### src/rtl/palPkg.sv
package palPkg;

  typedef struct packed {
    logic bufWe;
    logic commit;
  } palStrobes_t;

  typedef enum logic [1:0] {
    ST_IDLE  = 2'd0,
    ST_FETCH = 2'd1,
    ST_WAIT  = 2'd2
  } palState_t;

endpackage

### src/rtl/palListCtrl.sv
module palListCtrl
  import palPkg::*;
#(
  parameter int NUM_COLOURS = 16,
  parameter int ADDR_W      = 16,
  parameter int LINE_W      = 9,
  localparam int IDX_W      = $clog2(NUM_COLOURS),
  localparam int CNT_W      = IDX_W + 1
) (
  input  logic              clk,
  input  logic              rstN,
  input  logic              tgtWrite,
  input  logic [ADDR_W-1:0] listBase,
  input  logic [CNT_W-1:0]  listLen,
  input  logic [LINE_W-1:0] targetLine,
  input  logic              lineStart,
  input  logic [LINE_W-1:0] lineNum,
  input  logic              memAck,
  output logic              memReq,
  output logic [ADDR_W-1:0] memAddr,
  output palStrobes_t       strobes,
  output logic [IDX_W-1:0]  bufIdx,
  output logic [CNT_W-1:0]  commitCnt,
  output logic              listPending
);

  palState_t         state;
  logic [CNT_W-1:0]  fetchIdx;
  logic [CNT_W-1:0]  lenQ;
  logic [ADDR_W-1:0] baseQ;
  logic              lineHit;

  assign lineHit = lineStart && (lineNum == targetLine);

  always_ff @(posedge clk) begin
    if (!rstN) begin
      state    <= ST_IDLE;
      fetchIdx <= '0;
      lenQ     <= '0;
      baseQ    <= '0;
    end else if (tgtWrite) begin
      baseQ    <= listBase;
      lenQ     <= listLen;
      fetchIdx <= '0;
      state    <= (listLen == '0) ? ST_WAIT : ST_FETCH;
    end else begin
      unique case (state)
        ST_FETCH: if (memAck) begin
          fetchIdx <= fetchIdx + CNT_W'(1);
          if (fetchIdx + CNT_W'(1) == lenQ) state <= ST_WAIT;
        end
        ST_WAIT: if (lineHit) state <= ST_IDLE;
        default: state <= ST_IDLE;
      endcase
    end
  end

  assign memReq         = (state == ST_FETCH);
  assign memAddr        = baseQ + ADDR_W'(fetchIdx);
  assign bufIdx         = fetchIdx[IDX_W-1:0];
  assign commitCnt      = lenQ;
  assign listPending    = (state != ST_IDLE);
  assign strobes.bufWe  = (state == ST_FETCH) && memAck && !tgtWrite;
  assign strobes.commit = (state == ST_WAIT) && lineHit && !tgtWrite;

endmodule

### src/rtl/palListDatapath.sv
module palListDatapath
  import palPkg::*;
#(
  parameter int NUM_COLOURS = 16,
  parameter int COLOUR_W    = 8,
  parameter int ADDR_W      = 16,
  parameter int LINE_W      = 9,
  localparam int IDX_W      = $clog2(NUM_COLOURS),
  localparam int CNT_W      = IDX_W + 1,
  localparam int REG_AW     = IDX_W + 1
) (
  input  logic                clk,
  input  logic                rstN,
  input  logic                regWrEn,
  input  logic [REG_AW-1:0]   regAddr,
  input  logic [ADDR_W-1:0]   regWrData,
  input  logic [COLOUR_W-1:0] memData,
  input  palStrobes_t         strobes,
  input  logic [IDX_W-1:0]    bufIdx,
  input  logic [CNT_W-1:0]    commitCnt,
  input  logic [IDX_W-1:0]    pixIdx,
  output logic [COLOUR_W-1:0] pixColour,
  output logic [ADDR_W-1:0]   listBase,
  output logic [CNT_W-1:0]    listLen,
  output logic [LINE_W-1:0]   targetLine,
  output logic                tgtWrite
);

  localparam logic [REG_AW-1:0] OFF_BASE = REG_AW'(NUM_COLOURS);
  localparam logic [REG_AW-1:0] OFF_LEN  = REG_AW'(NUM_COLOURS + 1);
  localparam logic [REG_AW-1:0] OFF_TGT  = REG_AW'(NUM_COLOURS + 2);

  logic [COLOUR_W-1:0] palette [NUM_COLOURS];
  logic [COLOUR_W-1:0] bufQ    [NUM_COLOURS];
  logic                colourWe;

  assign colourWe = regWrEn && !regAddr[REG_AW-1];
  assign tgtWrite = regWrEn && (regAddr == OFF_TGT);

  always_ff @(posedge clk) begin
    if (!rstN) begin
      listBase   <= '0;
      listLen    <= '0;
      targetLine <= '0;
    end else if (regWrEn) begin
      if (regAddr == OFF_BASE) listBase <= regWrData;
      if (regAddr == OFF_LEN)
        listLen <= (regWrData > ADDR_W'(NUM_COLOURS)) ? CNT_W'(NUM_COLOURS)
                                                       : regWrData[CNT_W-1:0];
      if (regAddr == OFF_TGT) targetLine <= regWrData[LINE_W-1:0];
    end
  end

  always_ff @(posedge clk) begin
    if (!rstN) begin
      for (int i = 0; i < NUM_COLOURS; i++) bufQ[i] <= '0;
    end else if (strobes.bufWe) begin
      bufQ[bufIdx] <= memData;
    end
  end

  always_ff @(posedge clk) begin
    if (!rstN) begin
      for (int i = 0; i < NUM_COLOURS; i++) palette[i] <= '0;
    end else begin
      for (int i = 0; i < NUM_COLOURS; i++) begin
        if (strobes.commit && (CNT_W'(i) < commitCnt))
          palette[i] <= bufQ[i];
        else if (colourWe && (regAddr[IDX_W-1:0] == IDX_W'(i)))
          palette[i] <= regWrData[COLOUR_W-1:0];
      end
    end
  end

  assign pixColour = palette[pixIdx];

endmodule

### src/rtl/palListLoader.sv
module palListLoader
  import palPkg::*;
#(
  parameter int NUM_COLOURS = 16,
  parameter int COLOUR_W    = 8,
  parameter int ADDR_W      = 16,
  parameter int LINE_W      = 9,
  localparam int IDX_W      = $clog2(NUM_COLOURS),
  localparam int CNT_W      = IDX_W + 1,
  localparam int REG_AW     = IDX_W + 1
) (
  input  logic                clk,
  input  logic                rstN,
  input  logic                regWrEn,
  input  logic [REG_AW-1:0]   regAddr,
  input  logic [ADDR_W-1:0]   regWrData,
  input  logic                lineStart,
  input  logic [LINE_W-1:0]   lineNum,
  output logic                memReq,
  output logic [ADDR_W-1:0]   memAddr,
  input  logic                memAck,
  input  logic [COLOUR_W-1:0] memData,
  input  logic [IDX_W-1:0]    pixIdx,
  output logic [COLOUR_W-1:0] pixColour,
  output logic                listPending
);

  palStrobes_t       strobes;
  logic [IDX_W-1:0]  bufIdx;
  logic [CNT_W-1:0]  commitCnt;
  logic [ADDR_W-1:0] listBase;
  logic [CNT_W-1:0]  listLen;
  logic [LINE_W-1:0] targetLine;
  logic              tgtWrite;

  palListCtrl #(
    .NUM_COLOURS(NUM_COLOURS), .ADDR_W(ADDR_W), .LINE_W(LINE_W)
  ) uCtrl (
    .clk(clk), .rstN(rstN), .tgtWrite(tgtWrite), .listBase(listBase),
    .listLen(listLen), .targetLine(targetLine), .lineStart(lineStart),
    .lineNum(lineNum), .memAck(memAck), .memReq(memReq), .memAddr(memAddr),
    .strobes(strobes), .bufIdx(bufIdx), .commitCnt(commitCnt),
    .listPending(listPending)
  );

  palListDatapath #(
    .NUM_COLOURS(NUM_COLOURS), .COLOUR_W(COLOUR_W), .ADDR_W(ADDR_W),
    .LINE_W(LINE_W)
  ) uData (
    .clk(clk), .rstN(rstN), .regWrEn(regWrEn), .regAddr(regAddr),
    .regWrData(regWrData), .memData(memData), .strobes(strobes),
    .bufIdx(bufIdx), .commitCnt(commitCnt), .pixIdx(pixIdx),
    .pixColour(pixColour), .listBase(listBase), .listLen(listLen),
    .targetLine(targetLine), .tgtWrite(tgtWrite)
  );

endmodule

### config.mk
export PLATFORM = sky130hd
export DESIGN_NAME = palListLoader
export DESIGN_NICKNAME = d
export VERILOG_FILES = /design/src/rtl/palPkg.sv /design/src/rtl/palListCtrl.sv /design/src/rtl/palListDatapath.sv /design/src/rtl/palListLoader.sv
export SDC_FILE = /design/constraint.sdc
export NUM_CORES = 1
export LEC_CHECK = 0
export ABC_AREA = 0
export BUFFER_PORTS_ARGS = -buffer_cell sky130_fd_sc_hd__buf_2
export CORE_ASPECT_RATIO = 1.25
export CORE_MARGIN = 2
export CORE_UTILIZATION = 60
export DETAILED_ROUTE_END_ITERATION = 12
export HOLD_SLACK_MARGIN = 0.02
export MAX_ROUTING_LAYER = met4
export PLACE_DENSITY = 0.87
export RECOVER_POWER = 50
export REMOVE_ABC_BUFFERS = 1
export SLEW_MARGIN = 0
export SYNTH_ARGS = -nofsm -noshare
export SYNTH_HDL_FRONTEND = slang
export SYNTH_HIERARCHICAL = 1
export SYNTH_SLANG_ARGS = --single-unit
### constraint.sdc
create_clock -name clk -period 9.5 [get_ports clk]
set_input_delay 0.95 -clock clk [delete_from_list [all_inputs] [get_ports clk]]
set_output_delay 0.95 -clock clk [all_outputs]
set_load 0.005 [all_outputs]
==> flow_summary_export.csv <==
group,metric,value,unit
cts,clock_path_buffers,3,
route,wl,37400,um
setup_path,required,9.71,ns
power_and_ir_drop,power_leakage,5.77,nW
route,avgViaCountPerCell,6.35,
grt,first_pass_grt_wire_length,55900,um
setup_path,rrSetupSlack,5.65,ns
timing,max_clk_rate,0.166,GHz
timing,report.final.slew_viol_count,109,
synth,synth_seq_area_share,59.4,%
setup_path,timing.setup.critical_path_class,"in -> reg",
setup_path,crit_arrival,6.21,ns
floorplanning,fp-row-count,64,
hold_path,holdPathStages,2,
timing,worst_slew_pin_slew,2.08,ns
timing,final-setup-viol-count,0,
place,hpwlAfterDp,24600,um
route,first_pass_iters,8,
cts,tritoncts,"done",
finish,fillCellCount,1671,
setup_path,path_max_fanout,27,
floorplanning,design.die.area,26100,um2
timing,hold-worst-slack,0.470,ns
grt,grt_antenna_before_repair,0,
cts,cts_setup_buffers,0,
synth,synth_seq_cells,314,
synth,postSynthCellCount,1162,
place,routability_congestion,0.963,
timing,final.setup.worst_slack,3.49,ns
timing,finalHoldViolations,0,
timing,grt_setup_unrepaired,"false",
cts,tritoncts.num_buffers,29,
cts,root_buf_cell,"clkbuf_16",
finish,final_standard_cell_utilization_of_the_core,66.6,%
timing,final_period_minus_worst_setup_slack,6.01,ns
place,detailedPlace.worstSlack,4.69,ns
cts,cts.repair.resized,0,
grt,grt_max_degree,65,
route,routedWlPerCell,24.2,um
grt,grt_pass1_vias,9508,
hold_path,min_path_type,"reg -> reg",
finish,syn2layout_area_growth,9.12,%
cts,ctsHtreeMaxLevel,1,
floorplanning,floorplan.initialDensity,61.0,%
finish,antenna-diode-count,0,
route,initial_drc_count,1040,
cts,cts.sink_count,314,
synth,synth-async-reset-ratio,0,%
route,final_antenna_net_count,0,
cts,clkSlewWorstSetupHoldPaths,0.06,ns
floorplanning,die_w,145,um
synth,synth.distinct_cells,70,
finish,finalNetCount,1247,
grt,grt.total_usage,29.2,%
synth,dominantRegCellSynth,"edfxtp_1",
synth,syn_avg_cell_area,12.8,um2
synth,ys_warn_count,6,
route,drcViolationCount,0,
cts,cts_hold_buffers,0,
floorplanning,die_height,180,um
place,port_buffers,72,
setup_path,setup.worst_path.start_class,"input pin",
finish,layout-drive-gt1-share,14.3,%
status,violations,"max-capacitance violations, max-slew violations",
synth,syn-cell-area,14900,um2
synth,yosysTopAreaCell,"edfxtp_1",
setup_path,r2r-end,"uData/palette[10][5]",
timing,finClkSkew,0.0353,ns
synth,synth_edf_count,256,
setup_path,worstReg2RegStart,"uData/targetLine[5]",
grt,grt_overflow_total,0,
power_and_ir_drop,powerDensity,177,nW/um2
cts,clock_latency,0.58,ns
power_and_ir_drop,maximum_resistive_drop_on_vdd,156,uV
hold_path,worstHoldEndpoint,"uData/listLen[3]",
setup_path,timing.reg2reg.worst_path_depth,7,
status,outcome,"complete, but fails checks",
floorplanning,top_level_ports,73,
synth,synth_top_area_share,51.6,%
hold_path,hp-start,"uData/listLen[3]",
timing,worst_slew_margin_rel,-38.8,%
flow_run,maxCapViolations,3,
synth,ys_top_cells_by_area,"edfxtp_1 52%, dfxtp_1 7.8%, mux4_2 6.0%",
timing,period_share,63.2,%
setup_path,endpoint_kind,"flip-flop",
floorplanning,core,24400,um2
route,num_vias,9811,
timing,final.setup.tns,0,ns
## final cells by class
| type | instances | area [um2] | area share [%] |
|---|---|---|---|
| clock buffers | 29 | 726 | 4.46 |
| clock inverters | 24 | 214 | 1.32 |
| inverters | 17 | 63.8 | 0.392 |
| multi-input cells | 750 | 5600 | 34.5 |
| flip-flops and latches | 314 | 8850 | 54.4 |
| well taps | 330 | 413 | 2.54 |
| repair buffers | 81 | 397 | 2.44 |
## Yosys cell counts (2+ instances only)
cell type and number:
nor2_1 53, a22o_1 64, nor4_1 6, and4bb_2 2
dfxtp_1 58, a211oi_4 2, xnor2_1 19, mux4_2 40
mux2i_1 69, nand2_1 102, o21a_1 4, ha_1 6
xor2_1 10, o2111ai_1 2, o21ai_0 46, clkbuf_1 47
and3_1 6, nand3b_1 4, nand2b_1 8, buf_2 16
o211ai_1 10, nand2_2 2, nand4bb_1 2, and2_1 133
inv_1 17, edfxtp_1 256, nand4b_1 4, nand3_1 28
nor3b_1 3, nor2b_1 25, o21ai_1 4, o221a_1 8
nor3_1 9, a21o_1 2, nand4_1 7, nor2_2 5
or3_1 6, or2_2 2, buf_4 9, buf_1 8
a21oi_1 29
## registers in the layout, indices dropped and copies added, names as in the netlist
signal	count
uData/bufQ	128
uData/targetLine	9
uData/palette	128
uData/listBase	16
uCtrl/commitCnt	5
uData/listLen	5
uCtrl/fetchIdx	5
uCtrl/state	2
uCtrl/baseQ	16
## layout by cell type (no fill, tap or decap), types with 3 or more instances in the layout
cell and count:
o221a_1 8, nand3_1 28, o21ai_1 4, nor2b_1 25, o21a_1 4, mux2i_1 69, nor4_1 6, buf_4 3
nand4b_1 4, nor3b_1 3, edfxtp_1 256, mux4_2 40, nand2b_1 8, nor3_1 9, clkbuf_1 13, a21oi_1 29
xor2_1 10, nor2_2 5, nand4_1 7, a22o_1 64, and2_0 96, nand2_1 103, clkinvlp_4 3, clkbuf_16 29
xnor2_1 19, inv_1 17, and2_1 38, nor2_1 53, ha_1 6, buf_2 65, nand3b_1 4, or3_1 6
o211ai_1 10, o21ai_0 46, bufinv_16 3, clkinv_1 12, dfxtp_1 58, and3_1 6
## worst max-delay path, cell delays in order
cell	delay, ns
clkbuf_1	0.32
nor2b_1	0.61
nand2_1	0.36
inv_1	0.15
clkbuf_1	1.35
nor2_1	0.14
nand2_1	0.17
nor4_1	0.07
clkbuf_1	0.44
o21ai_2	0.34
nand4b_1	0.44
o2111ai_1	0.85
## metrics by stage
| stage | std cells | power, W | instance area, um2 |
|---|---|---|---|
| 2_1_floorplan | 1081 | 0.00165 | 14500 |
| 3_3_place_gp | 1492 | 0.00175 | 15400 |
| 3_5_place_dp | 1492 | 0.00175 | 15400 |
| 4_1_cts | 1545 | 0.00288 | 16300 |
| 5_1_grt | 1545 | 0.00295 | 16300 |
| 6_report | 1545 | 0.00288 | 16300 |
## report_power, final
group	internal, W	total (W)	switching, W	leakage, nW
Combinational	0.0000581	0.000170	0.000112	2.29
Sequential	0.00154	0.00156	0.0000206	3.03
Clock	0.000641	0.00115	0.000507	0.449
## worst max-delay path by stage
| stage | start | to | slack, ns |
|---|---|---|---|
| 5_1_grt | regAddr[1] | uData/palette[6][4] | 3.23 |
| 4_1_cts | regAddr[1] | uData/palette[6][2] | 5.25 |
| 3_5_place_dp | regAddr[1] | uData/palette[6][7] | 4.69 |
| 2_1_floorplan | regAddr[4] | uData/palette[10][0] | 3.48 |
| 6_report | regAddr[1] | uData/palette[6][2] | 3.49 |
| 3_3_place_gp | regAddr[1] | uData/palette[6][1] | 4.88 |
## cells by family (layout without fill, tap and decap cells)
kind of cell    after synthesis  count (layout)  synth area share (%)
flops                       314             314                  59.4
mux                         109             109                  10.7
fa+ha+maj                     7               7                 0.638
buf+inv                      98             151                  2.88
simple gates                419             419                  15.3
compound gates              186             186                  9.45
xor+xnor                     29              29                  1.70
## layer usage
metal  vias up  share of wire [%]  wire length, um  GRT usage (%)
li1       4364                  -                -              -
met1      4692                 36            13400           33.3
met2       613                 51            19100           51.3
met3       142                8.3             3090           4.20
met4         0                5.1             1910           13.1
met5         -                  0                0              -
Power figures use the tool's default switching activity.
